`config.mk`:
```
export PLATFORM = sky130hd
export DESIGN_NAME = pmc_top
export DESIGN_NICKNAME = d
export VERILOG_FILES = /design/src/rtl/pmc_pkg.sv /design/src/rtl/pmc_slow_div.sv /design/src/rtl/pmc_mode_fsm.sv /design/src/rtl/pmc_clk_out.sv /design/src/rtl/pmc_top.sv
export SDC_FILE = /design/constraint.sdc
export NUM_CORES = 1
export LEC_CHECK = 0
export ABC_CLOCK_PERIOD_IN_PS = 3700
export BUFFER_PORTS_ARGS = -buffer_cell sky130_fd_sc_hd__buf_2
export CORE_MARGIN = 1.5
export CORE_UTILIZATION = 35
export CTS_CLUSTER_SIZE = 24
export DETAILED_ROUTE_END_ITERATION = 7
export REMOVE_ABC_BUFFERS = 1
export SETUP_SLACK_MARGIN = 0.05
export SLEW_MARGIN = 20
export SYNTH_ARGS = -nofsm -noshare
export SYNTH_HDL_FRONTEND = slang
export SYNTH_SLANG_ARGS = --single-unit
```
`constraint.sdc`:
```
create_clock -name clk -period 3.7 [get_ports clk]
set_input_delay 0.185 -clock clk [delete_from_list [all_inputs] [get_ports clk]]
set_output_delay 0.185 -clock clk [all_outputs]
set_load 0.01 [all_outputs]
```
`src/rtl/pmc_pkg.sv`:
```
package pmc_pkg;
  localparam int SEL_W = 2;

  typedef enum logic [2:0] {
    MD_RUN   = 3'd0,
    MD_SLOW  = 3'd1,
    MD_WAIT  = 3'd2,
    MD_SWAIT = 3'd3,
    MD_AHALT = 3'd4,
    MD_HALT  = 3'd5
  } pmc_mode_e;

  typedef enum logic [1:0] {
    ST_ACT   = 2'd0,
    ST_WAIT  = 2'd1,
    ST_AHALT = 2'd2,
    ST_HALT  = 2'd3
  } pmc_state_e;
endpackage

```
`src/rtl/pmc_slow_div.sv`:
```
module pmc_slow_div #(
  parameter int SEL_W = 2
) (
  input  logic             clk,
  input  logic             rst,
  input  logic             mclk_en,
  input  logic             cfg_we,
  input  logic             cfg_slow,
  input  logic [SEL_W-1:0] cfg_sel,
  output logic             tick,
  output logic             act_slow
);
  localparam int MAX_RATIO = 2 << ((1 << SEL_W) - 1);
  localparam int CNT_W     = $clog2(MAX_RATIO);

  logic             pend_slow;
  logic [SEL_W-1:0] pend_sel;
  logic [SEL_W-1:0] act_sel;
  logic [CNT_W-1:0] cnt;
  logic [CNT_W:0]   ratio;
  logic [CNT_W-1:0] last_cnt;

  always_comb begin
    ratio    = (CNT_W+1)'(2) << act_sel;
    last_cnt = CNT_W'(ratio - 1'b1);
    tick     = mclk_en && (!act_slow || (cnt == last_cnt));
  end

  always_ff @(posedge clk) begin
    if (rst) begin
      pend_slow <= 1'b0;
      pend_sel  <= '0;
      act_slow  <= 1'b0;
      act_sel   <= '0;
      cnt       <= '0;
    end else begin
      if (cfg_we) begin
        pend_slow <= cfg_slow;
        pend_sel  <= cfg_sel;
      end
      if (tick) begin
        act_slow <= pend_slow;
        act_sel  <= pend_sel;
        cnt      <= '0;
      end else if (mclk_en && act_slow) begin
        cnt <= cnt + 1'b1;
      end
    end
  end


  cfg_at_tc_chk: assert property (@(posedge clk) disable iff (rst)
    !tick |=> ($stable(act_sel) && $stable(act_slow)));
endmodule

```
`src/rtl/pmc_mode_fsm.sv`:
```
module pmc_mode_fsm
  import pmc_pkg::*;
(
  input  logic       clk,
  input  logic       rst,
  input  logic       wait_req,
  input  logic       halt_req,
  input  logic       osc_keep,
  input  logic       wake,
  output pmc_state_e state
);
  pmc_state_e nxt;

  always_comb begin
    nxt = state;
    case (state)
      ST_ACT: begin
        if (halt_req)      nxt = osc_keep ? ST_AHALT : ST_HALT;
        else if (wait_req) nxt = ST_WAIT;
      end
      ST_WAIT, ST_AHALT, ST_HALT: begin
        if (wake) nxt = ST_ACT;
      end
      default: nxt = ST_ACT;
    endcase
  end

  always_ff @(posedge clk) begin
    if (rst) state <= ST_ACT;
    else     state <= nxt;
  end


  wait_entry_chk: assert property (@(posedge clk) disable iff (rst)
    (state == ST_ACT && wait_req && !halt_req) |=> (state == ST_WAIT));

  ahalt_entry_chk: assert property (@(posedge clk) disable iff (rst)
    (state == ST_ACT && halt_req && osc_keep) |=> (state == ST_AHALT));

  halt_entry_chk: assert property (@(posedge clk) disable iff (rst)
    (state == ST_ACT && halt_req && !osc_keep) |=> (state == ST_HALT));

  wake_exit_chk: assert property (@(posedge clk) disable iff (rst)
    (state == ST_WAIT && wake) |=> (state == ST_ACT));
endmodule

```
`src/rtl/pmc_clk_out.sv`:
```
module pmc_clk_out
  import pmc_pkg::*;
(
  input  logic       clk,
  input  logic       rst,
  input  pmc_state_e state,
  input  logic       act_slow,
  input  logic       tick,
  input  logic       mclk_en,
  output logic       cpu_clk_en,
  output logic       per_clk_en,
  output logic       tb_clk_en,
  output logic [2:0] mode,
  output logic       cpu_gate,
  output logic       tree_gate
);
  pmc_mode_e md;

  always_comb begin
    case (state)
      ST_ACT:   md = act_slow ? MD_SLOW : MD_RUN;
      ST_WAIT:  md = act_slow ? MD_SWAIT : MD_WAIT;
      ST_AHALT: md = MD_AHALT;
      default:  md = MD_HALT;
    endcase
  end

  always_ff @(posedge clk) begin
    if (rst) begin
      cpu_clk_en <= 1'b0;
      per_clk_en <= 1'b0;
      tb_clk_en  <= 1'b0;
      mode       <= MD_RUN;
      cpu_gate   <= 1'b0;
      tree_gate  <= 1'b0;
    end else begin
      cpu_clk_en <= tick && (state == ST_ACT);
      per_clk_en <= tick && (state == ST_ACT || state == ST_WAIT);
      tb_clk_en  <= mclk_en && (state != ST_HALT);
      mode       <= md;
      cpu_gate   <= (state != ST_ACT);
      tree_gate  <= (state == ST_HALT);
    end
  end
endmodule

```
`src/rtl/pmc_top.sv`:
```
module pmc_top
  import pmc_pkg::*;
(
  input  logic             clk,
  input  logic             rst,
  input  logic             mclk_en,
  input  logic             cfg_we,
  input  logic             cfg_slow,
  input  logic [SEL_W-1:0] cfg_sel,
  input  logic             wait_req,
  input  logic             halt_req,
  input  logic             osc_keep,
  input  logic             wake,
  output logic             cpu_clk_en,
  output logic             per_clk_en,
  output logic             tb_clk_en,
  output logic [2:0]       mode,
  output logic             cpu_gate,
  output logic             tree_gate
);
  pmc_state_e state;
  logic       tick;
  logic       act_slow;
  logic       div_mclk;

  assign div_mclk = mclk_en && (state != ST_HALT);

  pmc_slow_div #(.SEL_W(SEL_W)) div_i (
    .clk(clk), .rst(rst), .mclk_en(div_mclk),
    .cfg_we(cfg_we), .cfg_slow(cfg_slow), .cfg_sel(cfg_sel),
    .tick(tick), .act_slow(act_slow)
  );

  pmc_mode_fsm fsm_i (
    .clk(clk), .rst(rst), .wait_req(wait_req), .halt_req(halt_req),
    .osc_keep(osc_keep), .wake(wake), .state(state)
  );

  pmc_clk_out out_i (
    .clk(clk), .rst(rst), .state(state), .act_slow(act_slow),
    .tick(tick), .mclk_en(mclk_en),
    .cpu_clk_en(cpu_clk_en), .per_clk_en(per_clk_en), .tb_clk_en(tb_clk_en),
    .mode(mode), .cpu_gate(cpu_gate), .tree_gate(tree_gate)
  );


  en_from_master_chk: assert property (@(posedge clk) disable iff (rst)
    per_clk_en |-> $past(mclk_en));

  halt_quiet_chk: assert property (@(posedge clk) disable iff (rst)
    (mode == MD_HALT) |-> (!cpu_clk_en && !per_clk_en && !tb_clk_en));

  slow_match_chk: assert property (@(posedge clk) disable iff (rst)
    (mode == MD_SLOW) |-> (cpu_clk_en == per_clk_en));

  wait_cpu_off_chk: assert property (@(posedge clk) disable iff (rst)
    (mode == MD_WAIT || mode == MD_SWAIT) |-> !cpu_clk_en);
endmodule

```
==> flow_metrics.env, run 1 <==
export IMPL_wire_per_inst_um=11.8
export IMPL_crit_start="div_i.cnt[1]"
export IMPL_post_route_drc_count=0
export IMPL_yosysMostFrequentCell="dfxtp_1"
export IMPL_grt_antenna_before_repair=0
export IMPL_fin_setup_tns_ns=0
export IMPL_area_growth_pct=15.2
export IMPL_seq_area_um2=400
export IMPL_ios=19
export IMPL_clk_latency_ns=0.30
export IMPL_setup_viol=0
export IMPL_max_freq_ghz=0.476
export IMPL_final_layout_size_suffix_gt1_frac=0.198
export IMPL_synth_seq_cells=20
export IMPL_synth_main_ff_cell="dfxtp_1"
export IMPL_relSlewSlack=0.643
export IMPL_fin_crit_sh=0.568
export IMPL_port_buffers=18
export IMPL_hold_start="cfg_sel[0]"
export IMPL_path_clk_slew_ns=0.11
export IMPL_wl_mm=1.65
export IMPL_core_um2=2250
export IMPL_synth_edf_count=0
export IMPL_nNetsFinal=125
export IMPL_synth_cell_types=29
export IMPL_ys_top_cells_by_count="20 x dfxtp_1, 11 x nor2_1, 7 x a21oi_1"
export IMPL_routed_via_density=5.17
export IMPL_irDropWorstVdd_uv=288
export IMPL_crit_end="div_i.act_sel[1]"
export IMPL_h_tree_depth=1
export IMPL_crit_chain="or4b_1 > a211o_1 > and3_1 > or4_1"
export IMPL_track_usage=0.135
export IMPL_drv_cap=0
export IMPL_path_max_fanout=7
export IMPL_route_vias_total=719
export IMPL_leakage_nw=0.413
export IMPL_finalHoldViolations=0
export IMPL_cp_required_ns=3.88
export IMPL_reg2reg_slack_ns=1.60
export IMPL_hpwl_mm=1.16
export IMPL_die_w_um=52.3
export IMPL_cts_root_buf="clkbuf_4"
export IMPL_grt_pass1_vias=621
export IMPL_fin_skew_ns=0.00577
export IMPL_whs_ns=0.129
export IMPL_synth_area_um2=850
export IMPL_num_rows=17
export IMPL_start_util=0.377
export IMPL_ys_seq_area_frac=0.471
export IMPL_initialDrtViolationCount=11
export IMPL_gp_congestion=0.752
export IMPL_worstSetupEndpointType="flop"
export IMPL_status="completed"
export IMPL_synth_area_leaders="dfxtp_1 47%, nor2_1 4.9%, a21oi_1 4.1%, mux2i_1 3.5%, nand3b_1 3.5%"
export IMPL_r2r_end="div_i.act_sel[1]"
export IMPL_rr_startpoint="div_i.cnt[1]"
export IMPL_power_density_nw_per_um2=384
export IMPL_antennaDiodeCount=0
export IMPL_n_fill_cell=239
export IMPL_critPathMaxStageDelay_ns=0.53
export IMPL_cts_tree="built"
export IMPL_cts_buffers=3
export IMPL_cp_num_buf_inv=0
export IMPL_start_kind="flop"
export IMPL_rsz0062_at_grt="false"
export IMPL_cts_resized=0
export IMPL_dieArea_um2=2730
export IMPL_antenna_left=0
export IMPL_crit_family="simple AND/OR/NAND/NOR gates"
export IMPL_ctsHoldBuffers=0
export IMPL_drv_slew=0
export IMPL_drt_pass1_iter_count=4
export IMPL_clockBufferDepth=2
export IMPL_multi_input_area_um2=423
export IMPL_clock_sinks=20
export IMPL_grt_pass1_wl_mm=2.69
export IMPL_grt_overflow_total=0
export IMPL_hp_class="in -> reg"
export IMPL_critPathArrivalTime_ns=2.28
export IMPL_yosys_warnings=0
export IMPL_cts_setup_buffers=0
export IMPL_grt_start_max_net_pins=27
export IMPL_synth_avg_cell_area_um2=8.94
export IMPL_dp_cells=136
export IMPL_crit_type="reg -> reg"
export IMPL_synth_top_area_frac=0.471
export IMPL_cp_num_cells=4
export IMPL_slowest_stage="or4b_1"
export IMPL_r2r_cells=4
export IMPL_yosysTopAreaCell="dfxtp_1"
export IMPL_synth_async_reset_ratio=0
export IMPL_die_y_um=52.3
export IMPL_synthCells=95
export IMPL_stdcell_count=139
export IMPL_min_period_ns=2.10
export IMPL_tightestPinTransition_ns=0.535
==> worst min path at each step <==
stage                             end  slack [ns]  depth (start not counted)
floorplan                div_i.cnt[0]        0.25                          1
global placement    div_i.pend_sel[0]        0.42                          3
detailed placement    div_i.pend_slow        0.43                          3
CTS                 div_i.pend_sel[0]        0.13                          3
global route        div_i.pend_sel[1]        0.14                          3
finish              div_i.pend_sel[0]        0.13                          3
==> flip-flops by register name, summed over array words and instances (netlist names) <==
signal	count
div_i.act_sel	2
out_i.tree_gate	1
div_i.act_slow	1
out_i.per_clk_en	1
div_i.cnt	4
out_i.tb_clk_en	1
fsm_i.state	2
out_i.cpu_gate	1
out_i.mode	3
div_i.pend_sel	2
out_i.cpu_clk_en	1
div_i.pend_slow	1
==> per-layer routing <==
| layer | wire length (um) | part of all wire | track usage |
|---|---|---|---|
| met1 | 798 | 0.48 | 0.176 |
| met2 | 769 | 0.47 | 0.205 |
| met3 | 66 | 0.040 | 0.0600 |
| met4 | 12 | 0.0073 | 0.0299 |
| met5 | 0 | 0 | 0 |
==> worst reg2reg max path, stage by stage, from the launching register on <==
cell and delay (ns):
dfxtp_1 0.37, or4b_1 0.53, a211o_1 0.40, and3_1 0.17, or4_1 0.50
==> cells in the final DEF, fill, tap and decap left out, types with 3 or more instances in the layout <==
master	instances
dfxtp_1	20
buf_2	18
a21oi_1	7
nor3b_1	3
mux2i_1	3
nand3b_1	4
and3_1	4
nor3_1	3
nor2b_1	3
nor2_1	11
clkbuf_4	3
nand2_1	6
==> area by class of cell <==
class | count | share of cell area
Clock buffer | 3 | 0.0230
Inverter | 2 | 0.00767
Multi-Input combinational cell | 68 | 0.432
Sequential cell | 20 | 0.409
Tap cell | 28 | 0.0358
Timing Repair Buffer | 18 | 0.0921
==> cell families (layout without fill, tap and decap cells) <==
| group | Yosys count | count (layout) | synth area share |
|---|---|---|---|
| multiplexers | 3 | 3 | 0.0353 |
| flip-flops | 20 | 20 | 0.471 |
| AO/OA/AOI/OAI | 17 | 17 | 0.137 |
| AND/OR/NAND/NOR | 47 | 47 | 0.311 |
| adder cells (fa/ha/maj) | 1 | 1 | 0.0147 |
| buffers and inverters | 7 | 23 | 0.0309 |
==> metrics by stage <==
stage	utilization	setup WS (ns)	instance area, um2	total power, mW
6_report	0.434	1.60	978	0.376
4_1_cts	0.434	1.60	978	0.381
3_3_place_gp	0.424	1.67	956	0.280
3_5_place_dp	0.424	1.62	956	0.281
5_1_grt	0.434	1.55	978	0.399
2_1_floorplan	-	1.74	831	0.260
==> power by group <==
group          internal (mW)  total (mW)  switching, mW
Clock                 0.0379       0.101         0.0627
Combinational         0.0188      0.0410         0.0222
Sequential             0.226       0.234        0.00800
Total                  0.283       0.376         0.0929
Power figures use the tool's default switching activity.
==> inputs of run 2 (changes only) <==
--- a/config.mk
+++ b/config.mk
@@ -5,7 +5,7 @@
 export SDC_FILE = /design/constraint.sdc
 export NUM_CORES = 1
 export LEC_CHECK = 0
-export ABC_CLOCK_PERIOD_IN_PS = 3700
+export ABC_CLOCK_PERIOD_IN_PS = 1800
 export BUFFER_PORTS_ARGS = -buffer_cell sky130_fd_sc_hd__buf_2
 export CORE_MARGIN = 1.5
 export CORE_UTILIZATION = 35
==> constraint.sdc (replaced) <==
create_clock -name clk -period 1.8 [get_ports clk]
set_input_delay 0.09 -clock clk [delete_from_list [all_inputs] [get_ports clk]]
set_output_delay 0.09 -clock clk [all_outputs]
set_load 0.01 [all_outputs]
==> run 2 against run 1 <==
  * The run now ends with negative setup slack left
  * Critical path type unchanged
  * Design area grew 11%
  * Critical endpoint unchanged
  * Non-clock buffer count up 8
  * First-iteration DRC count increased by 27%
  * Routed wire length grew 4.8%
  * Hold slack worse by 0.10 ns
  * Largest power group unchanged
==> flow_metrics.env, run 2 (synthesis results as in run 1) <==
export IMPL_path_clk_slew_ns=0.12
export IMPL_drv_slew=0
export IMPL_seqPwrFrac=0.514
export IMPL_path_max_fanout=3
export IMPL_drv_cap=0
export IMPL_hold_start="cfg_slow"
export IMPL_routed_via_density=5.21
export IMPL_wire_per_inst_um=11.7
export IMPL_worstSetupEndpointType="flop"
export IMPL_crit_start="div_i.act_sel[1]"
export IMPL_grt_overflow_total=0
export IMPL_hp_class="in -> reg"
export IMPL_p_int_mw=0.733
export IMPL_stdcell_count=148
export IMPL_area_growth_pct=27.4
export IMPL_net_switching_power_mw=0.200
export IMPL_layout_top_registers="div_i.cnt (4), out_i.mode (3)"
export IMPL_grt_start_max_net_pins=17
export IMPL_whs_ns=0.0267
export IMPL_drt_pass1_iter_count=4
export IMPL_cts_buffers=3
export IMPL_fin_skew_ns=0.00634
export IMPL_irDropWorstVdd_uv=581
export IMPL_cp_required_ns=1.98
export IMPL_tightestPinTransition_ns=0.406
export IMPL_status="finished with violations"
export IMPL_final_layout_size_suffix_gt1_frac=0.292
export IMPL_dp_cells=143
export IMPL_h_tree_depth=1
export IMPL_route_vias_total=771
export IMPL_antenna_left=0
export IMPL_setup_viol=2
export IMPL_start_util=0.377
export IMPL_initialDrtViolationCount=14
export IMPL_finalHoldViolations=0
export IMPL_die_w_um=52.3
export IMPL_die_y_um=52.3
export IMPL_track_usage=0.155
export IMPL_hpwl_mm=1.25
export IMPL_antennaDiodeCount=0
export IMPL_relSlewSlack=0.729
export IMPL_clock_sinks=20
export IMPL_max_freq_ghz=0.528
export IMPL_final_cell_mix="18 x dfxtp_1, 18 x buf_2, 11 x nor2_1, 8 x buf_4, 7 x a21oi_1"
export IMPL_rsz0062_at_grt="true"
export IMPL_p_comb_frac=0.098
export IMPL_core_um2=2250
export IMPL_critPathArrivalTime_ns=2.07
export IMPL_gp_congestion=0.762
export IMPL_grt_pass1_wl_mm=3.13
export IMPL_num_rows=17
export IMPL_power_density_nw_per_um2=863
export IMPL_cts_root_buf="clkbuf_4"
export IMPL_wl_mm=1.73
export IMPL_clk_latency_ns=0.30
export IMPL_p_sw_frac=0.215
export IMPL_pre_cts_ws_ns=-0.174
export IMPL_leakage_nw=0.468
export IMPL_p_clk_frac=0.387
export IMPL_start_kind="flop"
export IMPL_crit_type="reg -> reg"
export IMPL_clockBufferDepth=2
export IMPL_final_util=0.480
export IMPL_power_mw=0.933
export IMPL_cts_tree="built"
export IMPL_largest_register_ffs=4
export IMPL_grt_pass1_vias=716
export IMPL_ios=19
export IMPL_regMostFlops="div_i.cnt"
export IMPL_ctsHoldBuffers=0
export IMPL_port_buffers=18
export IMPL_dieArea_um2=2730
export IMPL_rr_startpoint="div_i.act_sel[1]"
export IMPL_violations="negative setup slack"
export IMPL_worst_slack_ns=-0.0943
export IMPL_nNetsFinal=133
export IMPL_post_route_drc_count=0
export IMPL_grt_antenna_before_repair=0
export IMPL_min_period_ns=1.89
export IMPL_fin_crit_sh=1.05
run 2: final cells by class:
class                   count  area (um2)
clock inverters             1        30.0
clock buffers               3        22.5
fillers                   214        1170
repair buffers             26         150
inverters                   2        7.51
multi-input cells          68         434
flip-flops and latches     20         403
well taps                  28        35.0
run 2: power by group through the flow:
| stage | clock (mW) | combinational (mW) | sequential [mW] |
|---|---|---|---|
| 3_5_place_dp | 0 | 0.0906 | 0.490 |
| 2_1_floorplan | 0 | 0.0416 | 0.493 |
| 5_1_grt | 0.396 | 0.105 | 0.484 |
| 4_1_cts | 0.374 | 0.0919 | 0.480 |
| 6_report | 0.362 | 0.0917 | 0.480 |
| 3_3_place_gp | 0 | 0.0891 | 0.489 |
run 2: worst max-delay path: stages (launching register included):
cell	delay, ns
dfxtp_2	0.33
or4b_1	0.50
a211o_1	0.30
and3_1	0.19
or4_1	0.45
run 2: what timing repair did:
action	in CTS	in global routing
endpoints found under the setup margin	3	7
gates resized for setup	3	2
pin swaps	6	2
buffers inserted	1	0
run 2: per-layer routing:
metal,vias up,track usage,part of all wire,routed length (um)
li1,397,-,-,-
met1,350,0.207,0.48,832
met2,20,0.241,0.46,802
met3,4,0.0257,0.035,60
met4,0,0.0769,0.018,31
met5,-,0,0,0
run 2: through the flow:
step / setup TNS (ns) / cell area (um2)
3_3_place_gp: -0.318 / 1010
5_1_grt: -0.391 / 1080
6_report: -0.183 / 1080
4_1_cts: -0.199 / 1080
3_5_place_dp: -0.338 / 1010
2_1_floorplan: -0.324 / 831
run 2: worst paths after layout:
path / end / slack [ns] / cells after the start
setup / recovery: div_i.act_sel[1] / -0.09 / 4
hold / removal: div_i.pend_slow / 0.03 / 3
setup reg to reg: div_i.act_sel[1] / -0.09 / 4
hold reg to reg: div_i.pend_sel[1] / 0.51 / 2
==> inputs of run 3 (changes only) <==
--- a/config.mk
+++ b/config.mk
@@ -5,7 +5,6 @@
 export SDC_FILE = /design/constraint.sdc
 export NUM_CORES = 1
 export LEC_CHECK = 0
-export ABC_CLOCK_PERIOD_IN_PS = 1800
 export BUFFER_PORTS_ARGS = -buffer_cell sky130_fd_sc_hd__buf_2
 export CORE_MARGIN = 1.5
 export CORE_UTILIZATION = 35
@@ -16,4 +15,5 @@
 export SLEW_MARGIN = 20
 export SYNTH_ARGS = -nofsm -noshare
 export SYNTH_HDL_FRONTEND = slang
+export SYNTH_HIERARCHICAL = 1
 export SYNTH_SLANG_ARGS = --single-unit
==> run 3 against run 2 <==
  * The run now ends clean
  * Routed wire length increased by 10%
  * Largest power group unchanged
  * Synthesized area increased by 9.3%
  * Combinational power is 30% higher
  * Power decreased by 8.0%
==> flow_metrics.env, run 3 <==
export IMPL_ctsHoldBuffers=0
export IMPL_critPathArrivalTime_ns=1.77
export IMPL_p_int_mw=0.644
export IMPL_start_kind="flop"
export IMPL_reg2reg_slack_ns=0.22
export IMPL_h_tree_depth=1
export IMPL_seqPwrFrac=0.561
export IMPL_highest_layer="met3"
export IMPL_wl_mm=1.91
export IMPL_drv_cap=0
export IMPL_synth_area_leaders="dfxtp_1 43%, nor2_1 4.4%, mux2i_1 4.3%, nand2_1 3.6%, a31oi_1 3.4%"
export IMPL_cts_root_buf="clkbuf_4"
export IMPL_yosys_area_share_simple=0.275
export IMPL_synth_area_um2=928
export IMPL_grt_overflow_total=0
export IMPL_ys_seq_area_frac=0.431
export IMPL_power_density_nw_per_um2=775
export IMPL_nNetsFinal=131
export IMPL_area_growth_pct=19.4
export IMPL_regMostFlops="div_i/cnt"
export IMPL_wl_met3_um=97
export IMPL_yosysMostFrequentCell="dfxtp_1"
export IMPL_fin_crit_sh=0.876
export IMPL_setup_viol=0
export IMPL_largest_register_ffs=4
export IMPL_max_freq_ghz=0.634
export IMPL_worstSetupEndpointType="flop"
export IMPL_synth_main_ff_cell="dfxtp_1"
export IMPL_p_clk_frac=0.300
export IMPL_path_clk_slew_ns=0.12
export IMPL_final_layout_size_suffix_gt1_frac=0.322
export IMPL_cts_setup_buffers=0
export IMPL_path_max_fanout=8
export IMPL_cts_buffers=3
export IMPL_synth_compound_area_frac=0.206
export IMPL_post_route_drc_count=0
export IMPL_port_buffers=18
export IMPL_fin_skew_ns=0.00672
export IMPL_num_rows=18
export IMPL_synth_top_area_frac=0.431
export IMPL_hp_class="in -> reg"
export IMPL_synth_seq_cells=20
export IMPL_synth_xor_area_frac=0
export IMPL_ios=19
export IMPL_hpwl_mm=1.39
export IMPL_synth_fa_ha_area_frac=0.0135
export IMPL_start_util=0.371
export IMPL_synth_top_family_by_area="simple AND/OR/NAND/NOR gates"
export IMPL_power_mw=0.859
export IMPL_clockBufferDepth=2
export IMPL_grt_pass1_vias=749
export IMPL_wl_met2_um=937
export IMPL_dieArea_um2=2970
export IMPL_synthCells=95
export IMPL_synth_cell_types=34
export IMPL_antennaDiodeCount=0
export IMPL_route_vias_total=792
export IMPL_yosys_warnings=6
export IMPL_track_usage=0.154
export IMPL_irDropWorstVdd_uv=534
export IMPL_drt_pass1_iter_count=4
export IMPL_synth_edf_count=0
export IMPL_finalHoldViolations=0
export IMPL_holdPathStages=3
export IMPL_yosysTopAreaCell="dfxtp_1"
export IMPL_cts_resized=0
export IMPL_status="completed"
export IMPL_crit_type="reg -> reg"
export IMPL_grt_antenna_before_repair=0
export IMPL_die_w_um=54.5
export IMPL_mostFrequentLayoutCell="dfxtp_1"
export IMPL_routed_via_density=5.35
export IMPL_grt_start_max_net_pins=25
export IMPL_ys_top_cells_by_count="20 x dfxtp_1, 11 x nor2_1, 9 x nand2_1"
export IMPL_synth_avg_cell_area_um2=9.77
export IMPL_p_sw_frac=0.250
export IMPL_drv_slew=0
export IMPL_clk_latency_ns=0.30
export IMPL_rsz0062_at_grt="false"
export IMPL_fin_setup_tns_ns=0
export IMPL_synth_async_reset_ratio=0
export IMPL_leakage_nw=0.445
export IMPL_die_y_um=54.5
export IMPL_core_um2=2500
export IMPL_grt_pass1_wl_mm=3.32
export IMPL_cp_required_ns=2.00
export IMPL_met1_length_um=872
export IMPL_p_comb_frac=0.138
export IMPL_net_switching_power_mw=0.215
export IMPL_antenna_left=0
export IMPL_final_cell_mix="20 x dfxtp_1, 18 x buf_2, 11 x nor2_1, 9 x nand2_1, 6 x a21oi_1"
export IMPL_initialDrtViolationCount=25
export IMPL_tightestPinTransition_ns=0.418
export IMPL_gp_congestion=0.834
export IMPL_layout_top_registers="div_i/cnt (4), out_i/mode (3)"
export IMPL_wire_per_inst_um=12.9
export IMPL_min_period_ns=1.58
export IMPL_clock_sinks=20
export IMPL_r2r_cells=5
export IMPL_cts_tree="built"
export IMPL_synth_area_mux_share=0.0431
export IMPL_relSlewSlack=0.721
## run 3: cell types whose count changed in the layout (fill, tap and decap cells not counted), moves of 3 or more
cell | previous run | this run
a31oi_1 | 0 | 5
and3_1 | 4 | 1
nand2_1 | 6 | 9
nand3b_1 | 4 | 0
buf_4 | 8 | 4
## run 3: metal layers
metal | global-route usage | vias up
met5 | 0 | -
met4 | 0.0208 | 0
met3 | 0.0519 | 0
met2 | 0.251 | 25
met1 | 0.201 | 370
li1 | - | 397
## run 3: worst max-delay path, cell delays in order, from the launching register on
cell	delay, ns
dfxtp_1	0.41
and4_4	0.22
a32oi_4	0.36
a31oi_1	0.12
nor3b_2	0.17
and2b_2	0.20
## run 3: worst paths after layout
check                  start               end
min                 cfg_slow   div_i/pend_slow
min reg2reg  div_i/pend_slow    div_i/act_slow
max reg2reg     div_i/cnt[2]  out_i/cpu_clk_en
max             div_i/cnt[2]  out_i/cpu_clk_en
## run 3: kinds of logic (layout without fill, tap and decap cells)
group,Yosys count,after routing
multiplexers,4,4
buffers and inverters,7,30
AO/OA/AOI/OAI,22,22
AND/OR/NAND/NOR,41,41
flip-flops,20,20
adder cells (fa/ha/maj),1,1
## run 3: final cells by class
class                      instances  area, um2
inverter                           4       15.0
sequential                        20        400
timing repair buffer              22        120
tap                               30       37.5
multi-input combinational         68        499
fill                             251       1390
clock buffer                       4       36.3
## run 3: per-stage QoR
step / setup WS (ns) / instance area, um2 / utilization / cells / hold WS (ns)
CTS: 0.215 / 1110 / 0.443 / 148 / 0.0237
floorplan: 0.361 / 915 / - / 92 / 0.159
finish: 0.224 / 1110 / 0.443 / 148 / 0.0301
global route: 0.117 / 1110 / 0.443 / 148 / 0.0254
global placement: 0.287 / 1070 / 0.429 / 144 / 0.323
detailed placement: 0.247 / 1070 / 0.429 / 144 / 0.332
## run 3: power groups by stage
stage | Sequential (mW) | Combinational, mW | Clock [mW]
3_3_place_gp | 0.491 | 0.118 | 0
5_1_grt | 0.485 | 0.135 | 0.290
4_1_cts | 0.482 | 0.120 | 0.268
3_5_place_dp | 0.492 | 0.120 | 0
2_1_floorplan | 0.503 | 0.0519 | 0
6_report | 0.482 | 0.119 | 0.258
